$ cat src/rtl/serTgtPkg.sv
package serTgtPkg;
  localparam logic [7:0] OP_READ  = 8'h81;
  localparam logic [7:0] OP_WRITE = 8'h82;

  // strobes from control to datapath
  typedef struct packed {
    logic shiftIn;
    logic latchAddr;
    logic memWrite;
    logic loadRsp;
    logic sendData;
    logic bumpErr;
  } tgtStrobe_t;
endpackage

$ cat src/rtl/serTgtPath.sv
module serTgtPath
  import serTgtPkg::*;
#(
  parameter int WORDS = 16,
  parameter int ERR_W = 8
) (
  input  logic             clk,
  input  logic             rstN,
  input  logic             reqData,
  input  tgtStrobe_t       strobe,
  output logic             hdrOk,
  output logic             hdrWrite,
  output logic             rspData,
  output logic [ERR_W-1:0] errCount
);
  localparam int IDXW = (WORDS > 1) ? $clog2(WORDS) : 1;

  logic [63:0]     inShift;
  logic [63:0]     rspShift;
  logic [IDXW-1:0] addrIdx;
  logic [IDXW-1:0] hdrIdx;
  logic [63:0]     memWord [WORDS];
  logic [7:0]      opByte;

  assign opByte   = inShift[63:56];
  assign hdrIdx   = inShift[IDXW+2:3];
  assign hdrWrite = (opByte == OP_WRITE);
  assign hdrOk    = (inShift[55:40] == 16'h0) && (opByte == OP_READ || opByte == OP_WRITE);

  always_ff @(posedge clk or negedge rstN) begin
    if (!rstN) inShift <= '0;
    else if (strobe.shiftIn) inShift <= {reqData, inShift[63:1]};
  end

  always_ff @(posedge clk or negedge rstN) begin
    if (!rstN) addrIdx <= '0;
    else if (strobe.latchAddr) addrIdx <= hdrIdx;
  end

  // one register row per word
  for (genvar w = 0; w < WORDS; w++) begin : gWord
    always_ff @(posedge clk or negedge rstN) begin
      if (!rstN) memWord[w] <= '0;
      else if (strobe.memWrite && addrIdx == IDXW'(w)) memWord[w] <= inShift;
    end
  end

  always_ff @(posedge clk or negedge rstN) begin
    if (!rstN) rspShift <= '0;
    else if (strobe.loadRsp) rspShift <= memWord[hdrIdx];
    else if (strobe.sendData) rspShift <= {1'b0, rspShift[63:1]};
  end

  assign rspData = strobe.sendData & rspShift[0];

  always_ff @(posedge clk or negedge rstN) begin
    if (!rstN) errCount <= '0;
    else if (strobe.bumpErr && errCount != {ERR_W{1'b1}}) errCount <= errCount + 1'b1;
  end

  assert_err_monotonic_R6: assert property (@(posedge clk) disable iff (!rstN)
    1'b1 |=> errCount >= $past(errCount));
endmodule

$ cat src/rtl/serTgtCtl.sv
module serTgtCtl
  import serTgtPkg::*;
#(
  parameter int LATENCY = 3
) (
  input  logic       clk,
  input  logic       rstN,
  input  logic       reqValid,
  input  logic       hdrOk,
  input  logic       hdrWrite,
  output tgtStrobe_t strobe,
  output logic       rspValid
);
  localparam int DLYW = (LATENCY > 3) ? $clog2(LATENCY - 2) : 1;
  localparam logic [DLYW-1:0] DLY_INIT = DLYW'(LATENCY - 3);

  typedef enum logic [3:0] {
    S_IDLE, S_HDR, S_DEC, S_WGAP, S_DAT, S_COMMIT, S_WAIT, S_ACK, S_RDAT
  } tgtState_e;

  tgtState_e       state, stateNxt;
  logic [5:0]      bitCnt, bitNxt;
  logic [DLYW-1:0] dly, dlyNxt;
  logic            opWr, opWrNxt;

  always_comb begin
    strobe   = '0;
    rspValid = 1'b0;
    stateNxt = state;
    bitNxt   = bitCnt;
    dlyNxt   = dly;
    opWrNxt  = opWr;
    case (state)
      S_IDLE: if (reqValid) begin
        strobe.shiftIn = 1'b1; bitNxt = 6'd1; stateNxt = S_HDR;
      end
      S_HDR: begin
        strobe.shiftIn = 1'b1; bitNxt = bitCnt + 6'd1;
        if (bitCnt == 6'd63) stateNxt = S_DEC;
      end
      S_DEC: begin
        if (!hdrOk) begin
          strobe.bumpErr = 1'b1; stateNxt = S_IDLE;
        end else if (hdrWrite) begin
          strobe.latchAddr = 1'b1; opWrNxt = 1'b1;
          if (reqValid) begin
            strobe.shiftIn = 1'b1; bitNxt = 6'd1; stateNxt = S_DAT;
          end else stateNxt = S_WGAP;
        end else begin
          strobe.loadRsp = 1'b1; opWrNxt = 1'b0; dlyNxt = DLY_INIT; stateNxt = S_WAIT;
        end
      end
      S_WGAP: if (reqValid) begin
        strobe.shiftIn = 1'b1; bitNxt = 6'd1; stateNxt = S_DAT;
      end
      S_DAT: begin
        strobe.shiftIn = 1'b1; bitNxt = bitCnt + 6'd1;
        if (bitCnt == 6'd63) stateNxt = S_COMMIT;
      end
      S_COMMIT: begin
        strobe.memWrite = 1'b1; dlyNxt = DLY_INIT; stateNxt = S_WAIT;
      end
      S_WAIT: begin
        if (dly == '0) stateNxt = S_ACK;
        else dlyNxt = dly - 1'b1;
      end
      S_ACK: begin
        rspValid = 1'b1; bitNxt = 6'd0;
        stateNxt = opWr ? S_IDLE : S_RDAT;
      end
      S_RDAT: begin
        strobe.sendData = 1'b1; bitNxt = bitCnt + 6'd1;
        if (bitCnt == 6'd63) stateNxt = S_IDLE;
      end
      default: stateNxt = S_IDLE;
    endcase
  end

  always_ff @(posedge clk or negedge rstN) begin
    if (!rstN) begin
      state <= S_IDLE; bitCnt <= '0; dly <= '0; opWr <= 1'b0;
    end else begin
      state <= stateNxt; bitCnt <= bitNxt; dly <= dlyNxt; opWr <= opWrNxt;
    end
  end

  // cycles elapsed since the last request bit, for the latency check
  logic [31:0] sinceLast;
  always_ff @(posedge clk or negedge rstN) begin
    if (!rstN) sinceLast <= '0;
    else if (state == S_DEC || state == S_COMMIT) sinceLast <= 32'd2;
    else if (sinceLast != 32'hFFFF_FFFF) sinceLast <= sinceLast + 32'd1;
  end

  assert_reply_latency_R3: assert property (@(posedge clk) disable iff (!rstN)
    rspValid |-> sinceLast == 32'(LATENCY));
  assert_pulse_single_R4: assert property (@(posedge clk) disable iff (!rstN)
    rspValid |=> !rspValid);
  assert_busy_ignore_R8: assert property (@(posedge clk) disable iff (!rstN)
    (state == S_WAIT || state == S_ACK || state == S_RDAT || state == S_COMMIT)
      |=> state != S_HDR && state != S_DAT);
endmodule

$ cat src/rtl/serMemTarget.sv
module serMemTarget #(
  parameter int WORDS   = 16,
  parameter int LATENCY = 3,
  parameter int ERR_W   = 8
) (
  input  logic             clk,
  input  logic             rstN,
  input  logic             reqValid,
  input  logic             reqData,
  output logic             rspValid,
  output logic             rspData,
  output logic [ERR_W-1:0] errCount
);
  serTgtPkg::tgtStrobe_t strobe;
  logic hdrOk, hdrWrite;

  serTgtCtl #(.LATENCY(LATENCY)) uCtl (
    .clk(clk), .rstN(rstN), .reqValid(reqValid),
    .hdrOk(hdrOk), .hdrWrite(hdrWrite), .strobe(strobe), .rspValid(rspValid)
  );

  serTgtPath #(.WORDS(WORDS), .ERR_W(ERR_W)) uPath (
    .clk(clk), .rstN(rstN), .reqData(reqData), .strobe(strobe),
    .hdrOk(hdrOk), .hdrWrite(hdrWrite), .rspData(rspData), .errCount(errCount)
  );

  assert_quiet_on_pulse_R5: assert property (@(posedge clk) disable iff (!rstN)
    rspValid |-> !rspData);
endmodule

$ cat config.mk
export PLATFORM = sky130hd
export DESIGN_NAME = serMemTarget
export DESIGN_NICKNAME = d
export VERILOG_FILES = /design/src/rtl/serTgtPkg.sv /design/src/rtl/serTgtPath.sv /design/src/rtl/serTgtCtl.sv /design/src/rtl/serMemTarget.sv
export SDC_FILE = /design/constraint.sdc
export NUM_CORES = 2
export LEC_CHECK = 0
export ABC_CLOCK_PERIOD_IN_PS = 4100
export BUFFER_PORTS_ARGS = -buffer_cell sky130_fd_sc_hd__clkbuf_2
export CORE_UTILIZATION = 50
export CTS_BUF_LIST = sky130_fd_sc_hd__clkbuf_8
export DETAILED_ROUTE_END_ITERATION = 10
export GPL_TIMING_DRIVEN = 1
export PLACE_DENSITY_LB_ADDON = 0.2
export SLEW_MARGIN = 30
export SYNTH_ARGS = -nofsm -noshare
export SYNTH_HDL_FRONTEND = slang
export SYNTH_SLANG_ARGS = --single-unit
$ cat constraint.sdc
create_clock -name clk -period 4.1 [get_ports clk]
set_clock_uncertainty 0.1 [all_clocks]
set_input_delay 0.615 -clock clk [delete_from_list [all_inputs] [get_ports clk]]
set_output_delay 0.615 -clock clk [all_outputs]
set_load 0.02 [all_outputs]
=== Yosys cells after proc, flatten, opt, wreduce, memory -nomap -nowiden ===
Cells that the tools add are included.
Widths: inputs -> output; s select.

* Word-level logic and storage cells: 136
* Flip-flop bits (word level): 1176
* Bits of input ports: 4

* Magnitude comparators: 1
* Bitwise operators: 2
* Reductions and logical operators: 32
* Equal/unequal tests: 36
* Mux-type cells: 38
* Add/subtract/negate cells: 3

{| class="wikitable"
|+ Operator list
! kind !! count
|-
| $bmux 64 s4 || 1
|-
| $mux 64 || 4
|-
| $eq 4x4->1 const B || 9
|-
| $pmux 4 s9 || 1
|-
| $eq 4x3->1 const B || 8
|-
| $mux 4 || 8
|-
| $pmux 6 s4 || 1
|-
| $logic_and 1x1->1 || 18
|-
| $mux 6 || 3
|-
| $eq 4x2->1 const B || 4
|-
| $eq 8x8->1 const B || 2
|-
| $logic_not 16->1 || 1
|-
| $mux 1 || 14
|-
| $ne 2x2->1 const B || 5
|-
| $add 8x1->8 const B || 1
|-
| $eq 4x1->1 const B || 2
|-
| $logic_not 4->1 || 2
|-
| $ne 2x1->1 const B || 4
|-
| $ne 8x8->1 const B || 1
|-
| $add 6x1->6 const B || 1
|-
| $eq 6x6->1 const B || 1
|-
| $mux 3 || 2
|-
| $pmux 1 s3 || 2
|-
| $reduce_and 3->1 || 2
|-
| other kinds (13) || 15
|}

=== Longest topological paths before layout ===
* Word-level depth: 6
* Mapped depth: 9

=== Modules after synthesis ===
From an unflattened synthesis, not the netlist that was laid out.

* Cell total of the unflattened synthesis: 3439
* Area total of the unflattened synthesis: 52894.5 µm²

{| class="wikitable"
|+ By module, submodules not included
! module !! area an instance (µm²) !! seq. area each (µm²) !! instances !! cells an instance
|-
| serTgtPath || 52086.2 || 29127.9 || 1 || 3339
|-
| serTgtCtl || 808.3 || 275.3 || 1 || 100
|}

=== Least setup slack after synthesis ===
No wires, ideal clock.

* Kind: reg-to-output
* Start: register uCtl.state[0]
* End: output port rspData
* Stages on the path, launching flop included: 8
* Arrival: 1.958 ns
* Path buffers: 4
* Setup slack: 1.427 ns
* Path through: dfrtp_1 buf_2 or2_2 nor3b_1 clkbuf_1 buf_2 buf_2 and2_1

* Word-level cells in the longest chain between the ends: 3

{| class="wikitable"
|+ Ends and longest elaborated chain
! item !! line !! RTL
|-
| start: declaration || serTgtCtl.sv:21 || <nowiki>tgtState_e state, stateNxt;</nowiki>
|-
| start signal: assignment || serTgtCtl.sv:83 || <nowiki>state <= stateNxt; bitCnt <= bitNxt; dly <= dlyNxt; opWr <= opWrNxt;</nowiki>
|-
| $eq 4x4->1 || serTgtCtl.sv:33 || <nowiki>case (state)</nowiki>
|-
| $mux 1 || serTgtCtl.sv:33 ||
|-
| $and 1x1->1 || serTgtPath.sv:54 || <nowiki>assign rspData = strobe.sendData & rspShift[0];</nowiki>
|-
| end: declaration || serMemTarget.sv:11 || <nowiki>output logic rspData,</nowiki>
|}

Every way passes these cells.

=== Final worst setup path ===
* Start: register uCtl.state[1]
* End: output port rspData

The elaborated chain is that of the path after synthesis.

==> impl_metrics.yaml <==
clocking:
  cts_max_level: 4
  cts_tree: "yes"
  clock-sinks: 1175
  cts_buffers: 191
  cts-root-buf: "clkbuf_8"
  hold_buffers: 2
  path_clk_slew_ns: 0.06
  clock_path_buffers: 3
  post_cts_buffers: 0
  cts_resized: 0
  insertion_delay_ns: 0.85
die:
  core_area_um2: 103000
  start_util_pct: 50.4
  die_area_um2: 105000
  fp.dieW_um: 325
  rows: 118
  boundaryPins: 14
  dieHeight_um: 325
timing:
  setup_viol: 0
  relSlewSlack_pct: 36.1
  worst_slew_pin_slew_ns: 0.956
  timing_hold_violations_final: 0
  fin_ws_ns: 0.607
  fin_crit_ns: 3.49
  max_freq_mhz: 286
  rsz0062_at_grt: "false"
  drv_slew: 0
  tns_ns: 0
  fin_crit_sh_pct: 85.2
place:
  portBuffers: 13
  gp_congestion: 0.753
  dpl.hpwl_um: 69200
  place_ws_ns: 0.818
synthesis:
  synthTopCellsByCount: "dfrtp_1 (1,175), mux2_2 (1,071), mux4_2 (256)"
  synthFlopType: "dfrtp_1"
  synth_top_area_share_pct: 56.4
  yosys_warnings: 0
  yosysSeqAreaShare_pct: 56.4
  ys_seq_elements: 1175
  synth_area_um2: 52100
  synth_nets: 3240
  netlist_top_cells_area: "dfrtp_1 (56%), mux2_2 (23%), mux4_2 (11%)"
  postSynthAreaPerCell_um2: 16.1
  synth_most_common_cell: "dfrtp_1"
  synth-edff-count: 0
  yosysTopAreaCell: "dfrtp_1"
  async_flop_share_pct: 100
  syn_inst: 3234
  synth_cell_types: 52
global_routing:
  track_usage_pct: 24.7
  grt_pass1_wl_um: 199000
  grt_start_max_net_pins: 98
  grt_pass1_vias: 32500
  antenna_found_initial: 1
  grt-ovfl-total: 0
setup_path:
  timing.rr.end: "uPath.memWord[962]$_DFFE_PN0P_"
  worst_ep_required_time_ns: 3.38
  critPathLaunch: "uCtl.state[1]$_DFFE_PN0P_"
  worstSetupStartpointType: "flip-flop"
  crit_type: "reg -> out"
  crit_fanout: 16
  r2r_cells: 5
  rrSetupSlack_ns: 0.78
  critPathCaptureType: "output port"
  reg2reg_from: "uCtl.state[2]$_DFFE_PN0P_"
  arrival_ns: 2.78
layout:
  nNetsFinal: 3248
  fin_util_pct: 56.1
  syn_to_final_growth_pct: 11.3
  drive_above_1_share_pct: 51.6
flow_run:
  drv_cap: 0
routing:
  num_vias: 29200
  wl_um: 127000
  route.detailed.drc: 0
  wl_per_cell_um: 26.6
  viasPerCell: 6.10
  drtAntennaViolNets: 0
  drt_iter0_drc: 2018
  dr.pass1.iters: 6
hold_path:
  hold_class: "in -> reg"
  holdPathEnd: "uCtl.state[1]$_DFFE_PN0P_"
  hp-start: "reqValid"
  hold_depth: 4
power_and_ir_drop:
  p_leak_uw: 0.0283
  switching_share_pct: 26.5
  power.density_nw_per_um2: 434
  ir_drop_mv: 0.403
  p_switching_uw: 6660
  internal_power_uw: 18500
  power.clock.fraction_pct: 40.6
  combPwrFrac_pct: 7.9
  power_frac_seq_pct: 51.5
outcome:
  status: "complete, no violations"
## power by group through the flow
stage,Sequential (uW),Combinational (uW),Clock [uW]
finish,13000,1980,10200
global route,13100,2140,11000
CTS,12900,2000,10500
detailed placement,13200,1990,0
global placement,13100,1920,0
floorplan,12400,1880,0
## critical path, cell delays in order (launching register included)
cell and delay (ns):
dfrtp_1 0.54, or2_2 0.41, nor3b_2 0.59, and2_1 0.23, clkbuf_2 0.17
## routing by layer
layer  GRT usage, %  share of wire (%)  vias to the layer above
li1               -                  -                    12200
met1           33.6                 43                    16000
met2           40.3                 49                      728
met3           4.13                4.3                      269
met4           8.54                2.7                        0
met5              0                  0                        -
## placed cells by master, fill, tap and decap left out, drive strengths merged, types with 22 or more instances in the layout
master / count
mux4: 256
inv: 88
nand2: 22
clkbuf: 262
a221oi: 65
mux2i: 127
dfrtp: 1175
mux2: 1091
a22o: 67
buf: 106
## flip-flops by register name (all words and copies together), names as in the netlist
name	flops
uCtl.bitCnt	6
uCtl.opWr	1
uCtl.state	4
uPath.addrIdx	4
uPath.errCount	8
uPath.inShift	64
uPath.memWord	1024
uPath.rspShift	64
## per-stage QoR
step	cell area [um^2]	total power [uW]	hold WS (ns)	instances
2_1_floorplan	52100	14300	0.219	3234
3_3_place_gp	54000	15000	0.354	4427
3_5_place_dp	54000	15100	0.374	4427
4_1_cts	58000	25400	0.0555	4781
5_1_grt	58000	26200	0.130	4782
6_report	58000	25100	0.154	4782
## final cells by class
class | count | area [um^2]
fill | 8052 | 45400
sequential | 1175 | 29400
multi-input combinational | 1747 | 21500
clock buffer | 250 | 3440
tap | 1380 | 1730
timing repair buffer | 120 | 1360
clock inverter | 102 | 507
inverter | 7 | 26.3
antenna | 1 | 2.50
## worst max-delay path by stage
stage	to	slack, ns	depth (start not counted)
2_1_floorplan	rspData	1.43	7
3_3_place_gp	uPath.memWord[988]$_DFFE_PN0P_	0.98	5
3_5_place_dp	uPath.memWord[988]$_DFFE_PN0P_	0.82	5
4_1_cts	rspData	0.51	4
5_1_grt	rspData	0.49	4
6_report	rspData	0.61	4
## cells by family (layout without fill, tap and decap cells)
| kind of cell | after synthesis | count (layout) | synth area share, % |
|---|---|---|---|
| AO/OA/AOI/OAI | 162 | 162 | 2.60 |
| buffers and inverters | 312 | 479 | 2.56 |
| other | 0 | 1 | 0 |
| XOR/XNOR | 12 | 12 | 0.202 |
| adder cells (fa/ha/maj) | 2 | 2 | 0.0480 |
| multiplexers | 1474 | 1474 | 37.1 |
| AND/OR/NAND/NOR | 97 | 97 | 1.06 |
| flip-flops | 1175 | 1175 | 56.4 |
(Power assumes the default switching activity.)
